File: src/rtl/slb_pkg.sv
package slb_pkg;

   typedef enum logic [1:0] {
      LB_NONE   = 2'd0,
      LB_SERIAL = 2'd1,
      LB_PRBS   = 2'd2
   } lb_mode_e;

   function automatic int unsigned addr_bits(int unsigned depth);
      return (depth <= 2) ? 1 : $clog2(depth);
   endfunction

endpackage

File: src/rtl/slb_deser.sv
module slb_deser #(
   parameter int unsigned WORD_W    = 16,
   parameter bit          MSB_FIRST = 1'b1
) (
   input  logic              clk,
   input  logic              rst_n,
   input  logic              rx_bit,
   output logic              phase_last,
   output logic [WORD_W-1:0] word,
   output logic              word_stb
);
   localparam int unsigned CW = $clog2(WORD_W);
   localparam logic [CW-1:0] LAST_PH = CW'(WORD_W - 1);

   generate
      if (WORD_W < 2) begin : g_bad_width
         $error("slb_deser: WORD_W must be at least 2");
      end
   endgenerate

   logic [CW-1:0]     phase_q;
   logic [WORD_W-1:0] shreg_q;
   logic [WORD_W-1:0] shreg_nxt;

   generate
      if (MSB_FIRST) begin : g_msb
         assign shreg_nxt = {shreg_q[WORD_W-2:0], rx_bit};
      end else begin : g_lsb
         assign shreg_nxt = {rx_bit, shreg_q[WORD_W-1:1]};
      end
   endgenerate

   assign phase_last = (phase_q == LAST_PH);

   always_ff @(posedge clk or negedge rst_n) begin
      if (!rst_n) begin
         phase_q  <= '0;
         shreg_q  <= '0;
         word     <= '0;
         word_stb <= 1'b0;
      end else begin
         phase_q  <= phase_last ? '0 : phase_q + 1'b1;
         shreg_q  <= shreg_nxt;
         word_stb <= phase_last;
         if (phase_last) begin
            word <= shreg_nxt;
         end
      end
   end

   a_r2_stb_at_phase_zero: assert property (@(posedge clk) disable iff (!rst_n)
      word_stb |-> (phase_q == '0));

   a_r2_stb_single: assert property (@(posedge clk) disable iff (!rst_n)
      word_stb |=> !word_stb);

   a_r1_word_held: assert property (@(posedge clk) disable iff (!rst_n)
      !$past(phase_last) |-> $stable(word));

endmodule

File: src/rtl/slb_fifo.sv
module slb_fifo #(
   parameter int unsigned W     = 16,
   parameter int unsigned DEPTH = 8
) (
   input  logic         clk,
   input  logic         rst_n,
   input  logic         flush,
   input  logic         wr_en,
   input  logic [W-1:0] wr_data,
   input  logic         rd_en,
   output logic [W-1:0] rd_data,
   output logic         empty,
   output logic         full
);
   import slb_pkg::*;

   localparam int unsigned AW = addr_bits(DEPTH);
   localparam logic [AW:0]   DEPTH_C = (AW+1)'(DEPTH);
   localparam logic [AW-1:0] LAST_A  = AW'(DEPTH - 1);
   localparam bit POW2 = (DEPTH == (1 << AW));

   generate
      if (DEPTH < 2) begin : g_bad_depth
         $error("slb_fifo: DEPTH must be at least 2");
      end
      if (W < 1) begin : g_bad_w
         $error("slb_fifo: W must be at least 1");
      end
   endgenerate

   logic [W-1:0]  mem [DEPTH];
   logic [AW-1:0] wr_ptr, rd_ptr, wr_inc, rd_inc;
   logic [AW:0]   count;
   logic          do_wr, do_rd;

   assign empty   = (count == '0);
   assign full    = (count == DEPTH_C);
   assign do_wr   = wr_en & ~full & ~flush;
   assign do_rd   = rd_en & ~empty & ~flush;
   assign rd_data = mem[rd_ptr];

   generate
      if (POW2) begin : g_wrap_pow2
         assign wr_inc = wr_ptr + 1'b1;
         assign rd_inc = rd_ptr + 1'b1;
      end else begin : g_wrap_cmp
         assign wr_inc = (wr_ptr == LAST_A) ? '0 : wr_ptr + 1'b1;
         assign rd_inc = (rd_ptr == LAST_A) ? '0 : rd_ptr + 1'b1;
      end
   endgenerate

   always_ff @(posedge clk) begin
      if (do_wr) begin
         mem[wr_ptr] <= wr_data;
      end
   end

   always_ff @(posedge clk or negedge rst_n) begin
      if (!rst_n) begin
         wr_ptr <= '0;
         rd_ptr <= '0;
         count  <= '0;
      end else if (flush) begin
         wr_ptr <= '0;
         rd_ptr <= '0;
         count  <= '0;
      end else begin
         if (do_wr) wr_ptr <= wr_inc;
         if (do_rd) rd_ptr <= rd_inc;
         unique case ({do_wr, do_rd})
            2'b10:   count <= count + 1'b1;
            2'b01:   count <= count - 1'b1;
            default: count <= count;
         endcase
      end
   end

   a_r6_no_overflow: assert property (@(posedge clk) disable iff (!rst_n)
      wr_en |-> !full);

   a_r8_flush_empties: assert property (@(posedge clk) disable iff (!rst_n)
      flush |=> empty);

endmodule

File: src/rtl/slb_ser.sv
module slb_ser #(
   parameter int unsigned WORD_W    = 16,
   parameter bit          MSB_FIRST = 1'b1
) (
   input  logic              clk,
   input  logic              rst_n,
   input  logic              load,
   input  logic              valid,
   input  logic [WORD_W-1:0] data,
   output logic              ser_bit
);
   logic [WORD_W-1:0] sh_q;
   logic [WORD_W-1:0] sh_shift;

   generate
      if (MSB_FIRST) begin : g_msb
         assign ser_bit  = sh_q[WORD_W-1];
         assign sh_shift = {sh_q[WORD_W-2:0], 1'b0};
      end else begin : g_lsb
         assign ser_bit  = sh_q[0];
         assign sh_shift = {1'b0, sh_q[WORD_W-1:1]};
      end
   endgenerate

   always_ff @(posedge clk or negedge rst_n) begin
      if (!rst_n) begin
         sh_q <= '0;
      end else if (load) begin
         sh_q <= valid ? data : '0;
      end else begin
         sh_q <= sh_shift;
      end
   end

   a_r7_idle_sends_zero: assert property (@(posedge clk) disable iff (!rst_n)
      (load && !valid) |=> !ser_bit);

endmodule

File: src/rtl/slb_ctrl.sv
module slb_ctrl (
   input  logic clk,
   input  logic rst_n,
   input  logic prbs_en,
   input  logic ctl_n,
   input  logic ploop_en,
   output logic serial_loop,
   output logic fifo_rst,
   output logic prbs_clr
);
   import slb_pkg::*;

   lb_mode_e mode;
   logic     ploop_q;
   logic     ctl_q;

   always_comb begin
      if (prbs_en)     mode = LB_PRBS;
      else if (!ctl_n) mode = LB_SERIAL;
      else             mode = LB_NONE;
   end

   assign serial_loop = (mode == LB_SERIAL);

   always_ff @(posedge clk or negedge rst_n) begin
      if (!rst_n) begin
         ploop_q  <= 1'b0;
         ctl_q    <= 1'b1;
         fifo_rst <= 1'b0;
         prbs_clr <= 1'b0;
      end else begin
         ploop_q  <= ploop_en;
         ctl_q    <= ctl_n;
         fifo_rst <= ploop_en ^ ploop_q;
         prbs_clr <= (mode == LB_PRBS) & ctl_q & ~ctl_n;
      end
   end

   a_r8_rst_after_change: assert property (@(posedge clk) disable iff (!rst_n)
      fifo_rst |-> (ploop_q != $past(ploop_q)));

   a_r5_clr_needs_prbs: assert property (@(posedge clk) disable iff (!rst_n)
      prbs_clr |-> ($past(prbs_en) && !$past(ctl_n)));

   a_r5_clr_single: assert property (@(posedge clk) disable iff (!rst_n)
      prbs_clr |=> !prbs_clr);

endmodule

File: src/rtl/serdes_loop_ctrl.sv
module serdes_loop_ctrl #(
   parameter int unsigned WORD_W     = 16,
   parameter int unsigned FIFO_DEPTH = 8,
   parameter bit          MSB_FIRST  = 1'b1
) (
   input  logic              clk,
   input  logic              rst_n,
   input  logic              rx_bit,
   input  logic [WORD_W-1:0] tx_word,
   input  logic              prbs_en,
   input  logic              ctl_n,
   input  logic              ploop_en,
   output logic              tx_bit,
   output logic              tx_clk_from_rx,
   output logic [WORD_W-1:0] rx_word,
   output logic              rx_word_stb,
   output logic              fifo_rst,
   output logic              prbs_clr
);
   logic              phase_last;
   logic              serial_loop;
   logic              ser_bit;
   logic              fifo_empty;
   logic              fifo_full;
   logic [WORD_W-1:0] fifo_wdata;
   logic [WORD_W-1:0] fifo_rdata;

   slb_ctrl u_ctrl (
      .clk         (clk),
      .rst_n       (rst_n),
      .prbs_en     (prbs_en),
      .ctl_n       (ctl_n),
      .ploop_en    (ploop_en),
      .serial_loop (serial_loop),
      .fifo_rst    (fifo_rst),
      .prbs_clr    (prbs_clr)
   );

   slb_deser #(.WORD_W(WORD_W), .MSB_FIRST(MSB_FIRST)) u_deser (
      .clk        (clk),
      .rst_n      (rst_n),
      .rx_bit     (rx_bit),
      .phase_last (phase_last),
      .word       (rx_word),
      .word_stb   (rx_word_stb)
   );

   assign fifo_wdata = ploop_en ? rx_word : tx_word;

   slb_fifo #(.W(WORD_W), .DEPTH(FIFO_DEPTH)) u_fifo (
      .clk     (clk),
      .rst_n   (rst_n),
      .flush   (fifo_rst),
      .wr_en   (rx_word_stb),
      .wr_data (fifo_wdata),
      .rd_en   (phase_last),
      .rd_data (fifo_rdata),
      .empty   (fifo_empty),
      .full    (fifo_full)
   );

   slb_ser #(.WORD_W(WORD_W), .MSB_FIRST(MSB_FIRST)) u_ser (
      .clk     (clk),
      .rst_n   (rst_n),
      .load    (phase_last),
      .valid   (!fifo_empty),
      .data    (fifo_rdata),
      .ser_bit (ser_bit)
   );

   assign tx_bit         = serial_loop ? rx_bit : ser_bit;
   assign tx_clk_from_rx = serial_loop;

   a_r3_clock_select_blocked: assert property (@(posedge clk) disable iff (!rst_n)
      tx_clk_from_rx |-> (!prbs_en && !ctl_n));

   a_r6_fifo_never_full: assert property (@(posedge clk) disable iff (!rst_n)
      rx_word_stb |-> !fifo_full);

endmodule

File: config.mk
export PLATFORM = sky130hd
export DESIGN_NAME = serdes_loop_ctrl
export DESIGN_NICKNAME = d
export VERILOG_FILES = /design/src/rtl/slb_pkg.sv /design/src/rtl/slb_deser.sv /design/src/rtl/slb_fifo.sv /design/src/rtl/slb_ser.sv /design/src/rtl/slb_ctrl.sv /design/src/rtl/serdes_loop_ctrl.sv
export SDC_FILE = /design/constraint.sdc
export NUM_CORES = 1
export LEC_CHECK = 0
export CELL_PAD_IN_SITES_DETAIL_PLACEMENT = 1
export CELL_PAD_IN_SITES_GLOBAL_PLACEMENT = 1
export CORE_MARGIN = 5
export CORE_UTILIZATION = 40
export CTS_CLUSTER_DIAMETER = 100
export CTS_CLUSTER_SIZE = 8
export DETAILED_ROUTE_END_ITERATION = 8
export DONT_BUFFER_PORTS = 1
export PLACE_DENSITY_LB_ADDON = 0.3
export SLEW_MARGIN = 40
export SYNTH_ARGS = -nofsm -noshare
export SYNTH_HDL_FRONTEND = slang
export SYNTH_SLANG_ARGS = --single-unit
export TNS_END_PERCENT = 10
File: constraint.sdc
create_clock -name clk -period 3.12 [get_ports clk]
set_clock_uncertainty 0.2 [all_clocks]
set_input_delay 0.78 -clock clk [delete_from_list [all_inputs] [get_ports clk]]
set_output_delay 0.78 -clock clk [all_outputs]
set_load 0.05 [all_outputs]
==> implementation parameters <==
Parameter                              Value

Detailed routing
  Total number of vias ... approximately 3,800
  Total length of routed wires ... ~16,000 µm
  Starting DRC count in detailed routing ... between 200 and 300
  DRC Markers ... 0
  Count of TritonRoute iterations in the first routing pass ... 4
  Post-detailed-route count of antenna-violating nets ... 0
  Via density ... 5.432
  Wire length per cell ... 22.49 µm

Outcome
  Run status ... finished clean

Synthesis
  Avg Synthesized Cell Area ... 17.17 µm²
  Multiplexer fraction of the synthesized cell area ... between 10% and 20%
  Post-synthesis simple-gate area fraction ... approximately 6.4%
  EDFF count, synth ... roughly 130
  Number of nets in the synthesized netlist ... 463
  Dominant cell by count in the synthesized netlist ... sky130_fd_sc_hd__edfxtp_1
  Cell accounting for the most synthesized area ... sky130_fd_sc_hd__edfxtp_1
  Synth Area in XOR/XNOR ... less than 1%
  Netlist Area Pre-Place ... 0.007487 mm²
  Area fraction of the dominant cell type after synthesis ... 51.34%
  Cell types with the largest area share after synthesis ... sky130_fd_sc_hd__edfxtp_1 (51%), sky130_fd_sc_hd__dfrtp_1 (22%), sky130_fd_sc_hd__mux4_2 (9.6%)
  Number of unique standard cell types used by synthesis ... 39
  Adder and majority cell fraction of the synthesized area ... 0.8356%
  Share of synthesized flip-flops with an asynchronous set or reset ... between 30 and 40%
  Largest family of logic cells by synthesized area ... multiplexers
  Post-synth top cells ... sky130_fd_sc_hd__edfxtp_1 (128), sky130_fd_sc_hd__nand2_1 (68), sky130_fd_sc_hd__dfrtp_1 (65)
  Number of instances in the synthesized netlist ... about 440
  Fraction of the mapped netlist area in compound gates ... 2.590%
  Most common flop cell mapped by yosys ... sky130_fd_sc_hd__edfxtp_1
  Number of warnings issued by yosys ... 0
  Seq/Total Area, Yosys ... about three quarters
  Register bit count reported by yosys ... approximately 190

Critical path
  Endpoint of the worst-slack reg-to-reg timing path ... u_fifo.count[3]$_DFFE_PN0P_
  Arrival time at the worst endpoint ... between 2 and 3 ns
  CP max FO ... 9
  Number of cells traversed by the worst register-to-register path ... 8
  Worst EP required ... 3.23 ns
  Capturing element type of the critical path ... flip-flop
  Worst setup SP type ... flip-flop
  Source of the worst register-to-register timing path ... u_fifo.count[1]$_DFFE_PN0P_
  Worst Setup Path Type ... flip-flop to flip-flop
  Start point of the critical path ... u_fifo.count[1]$_DFFE_PN0P_
  Worst setup endpoint ... u_fifo.count[3]$_DFFE_PN0P_
  Flop2flop setup slack ... between 0.2 and 0.3 ns

Power
  IR drop worst, VDD ... between 300 and 400 µV
  Power density normalized to cell area ... roughly 610 mW/mm²
  Static Leakage ... between 0.002 and 0.003 µW

STA
  Fmax ... about 0.35 GHz
  Final hold violations ... 0
  Part of the cycle the worst path needs ... between 90% and 100%
  Aggregate negative setup slack ... 0 ns
  Final setup violating endpoints ... 0
  RSZ-0062 raised after global routing ... false
  Period minus WS final ... between 2 and 3 ns
  Worst max-slew margin expressed relative to the limit ... 44.42%
  Final-report max-slew violation count ... 0
  Least-Margin Pin Slew ... 0.8260 ns

Die
  Die width ... approximately 150 µm
  Die Ht ... 146.8 µm
  Total number of placement rows ... 50
  Overall die area ... 0.02155 mm²
  Number of ports placed on the die boundary ... between 40 and 50
  Effective utilization at floorplan ... approximately 40%
  Core Area ... 0.01858 mm²

Global route
  Global-route usage over all layers ... 15.43%
  Global-route wire length before repair ... around 25,000 µm
  Antenna violations before repair ... 0
  Number of global-route vias before repair ... approximately 4,200
  Maximum number of pins on one net before global-route repair ... 67
  Final global-route overflow total ... 0

Finish
  Number of antenna repair diodes ... 0
  Area growth from synthesis to layout ... 13.07%
  Layout net count ... 480
  Fill cell instance count of the final layout ... between 1,500 and 2,000
  Layout Cells excl Fill ... between 600 and 700
  Layout cell share with drive strength beyond 1 ... between 20% and 30%

Clock network
  Clock latency of the later-clocked register in the worst-skew pair ... approximately 0.43 ns
  Cell at the root of the clock tree ... sky130_fd_sc_hd__clkbuf_16
  Clock H-tree levels ... 4
  Clock slew seen by the registers of the worst setup and hold paths ... ~0.070 ns
  Buffers from clock root to sink, at most ... 2
  TritonCTS clock tree ... done
  Gates resized, CTS repair ... 0
  Sink Count ... approximately 190
  Number of clock buffers inserted by TritonCTS ... 17

Place
  Gp weighted congestion ... approximately 0.71
  Placed Cells incl. Taps ... ~670
  Post-DP HPWL ... 9284 µm
  Port Buf Inserts ... 0

Hold path
  Worst Hold Class ... primary input to asynchronous set/reset pin

Flow run
  Max-cap viol count ... 0
[stage by stage]
stage                     power (µW)  hold WS [ns]  cell area (µm²)  worst slack (ns)  util (%)
after detailed placement        3054        0.1658             7861            0.2908     42.31
after CTS                       5238       0.01935             8466            0.2830     45.56
final                           5164       0.03273             8466            0.2832     45.56
after floorplan                 3016        0.1535             7492           0.04934         -
after global placement          3044        0.1632             7861            0.3721     42.31
after global routing            5385       0.03443             8466            0.1302     45.56
[placed cells by master, fill, tap and decap left out, drive strengths merged, types with 2 or more instances in the layout]
cell / instances
ha: 5
nand2: 68
dfrtp: 65
nand3b: 3
bufinv: 3
a21oi: 4
edfxtp: 128
clkbuf: 21
clkinv: 6
o211ai: 2
nor3: 5
mux4: 32
mux2: 18
o21ai: 19
xor2: 6
mux2i: 17
nand2b: 2
nand3: 6
inv: 3
nor2: 17
buf: 19
[state kept, by name, indices dropped and copies added (netlist names), 3 cells and up]
| signal | count |
|---|---|
| u_fifo.mem | 128 |
| u_deser.word | 16 |
| u_ser.sh_q | 16 |
| u_deser.shreg_q | 15 |
| u_deser.phase_q | 4 |
| u_fifo.count | 4 |
| u_fifo.rd_ptr | 3 |
| u_fifo.wr_ptr | 3 |
[cell type report]
cell class              count  area (µm²)  area share (%)
multi-input cells         218        1899           22.44
clock inverters            10       136.4           1.611
repair buffers             19       187.7           2.217
flip-flops and latches    194        5498           64.94
inverters                   3       11.26          0.1330
clock buffers              21       440.4           5.202
well taps                 234       292.8           3.458
[per-layer routing]
metal / share of wire [%] / GRT usage [%]
met5: 0 / 0
met2: 53 / 26.87
met1: 42 / 18.92
met3: 2.6 / 3.300
met4: 1.9 / 5.786
[worst min-delay path by stage]
stage / slack [ns] / from / cells past startpoint / to
after floorplan: 0.15 / u_deser.shreg_q[9]$_DFF_PN0_ / 0 / u_deser.shreg_q[10]$_DFF_PN0_
after global placement: 0.16 / u_deser.shreg_q[11]$_DFF_PN0_ / 0 / u_deser.shreg_q[12]$_DFF_PN0_
after detailed placement: 0.17 / u_deser.shreg_q[7]$_DFF_PN0_ / 0 / u_deser.shreg_q[8]$_DFF_PN0_
after CTS: 0.02 / rst_n / 1 / u_deser.shreg_q[13]$_DFF_PN0_
after global routing: 0.03 / rst_n / 1 / u_deser.word[11]$_DFFE_PN0N_
final: 0.03 / rst_n / 1 / u_deser.word[13]$_DFFE_PN0N_
[cell families (layout without fill, tap and decap cells)]
logic type      count (synthesis)  in the layout
fa+ha+maj                       5              5
xor+xnor                        7              7
buf+inv                        24             53
mux                            67             67
compound gates                 31             31
simple gates                  108            108
flops                         194            194
[timing repair]
action                                 4_1_cts  5_1_grt
buffers inserted                             0        0
endpoints found under the hold margin       66        0
hold buffers                                 1        0
[where the power goes]
| group | total (µW) | switching (µW) | leakage (µW) | internal [µW] |
|---|---|---|---|---|
| clock | 2140 | 891 | 0.000276 | 1250 |
| combinational | 145 | 88.0 | 0.000737 | 56.6 |
| sequential | 2880 | 70.6 | 0.00198 | 2800 |
| total | 5160 | 1050 | 0.00299 | 4110 |
[critical path, cell delays in order, from the launching register on]
cell,delay (ns)
sky130_fd_sc_hd__dfrtp_1,0.47
sky130_fd_sc_hd__or4b_4,0.61
sky130_fd_sc_hd__and2_1,0.26
sky130_fd_sc_hd__nor3_2,0.19
sky130_fd_sc_hd__ha_1,0.32
sky130_fd_sc_hd__nand3_1,0.12
sky130_fd_sc_hd__nand2_1,0.06
sky130_fd_sc_hd__a32oi_1,0.17
sky130_fd_sc_hd__mux2_1,0.34
Power figures use the tool's default switching activity.
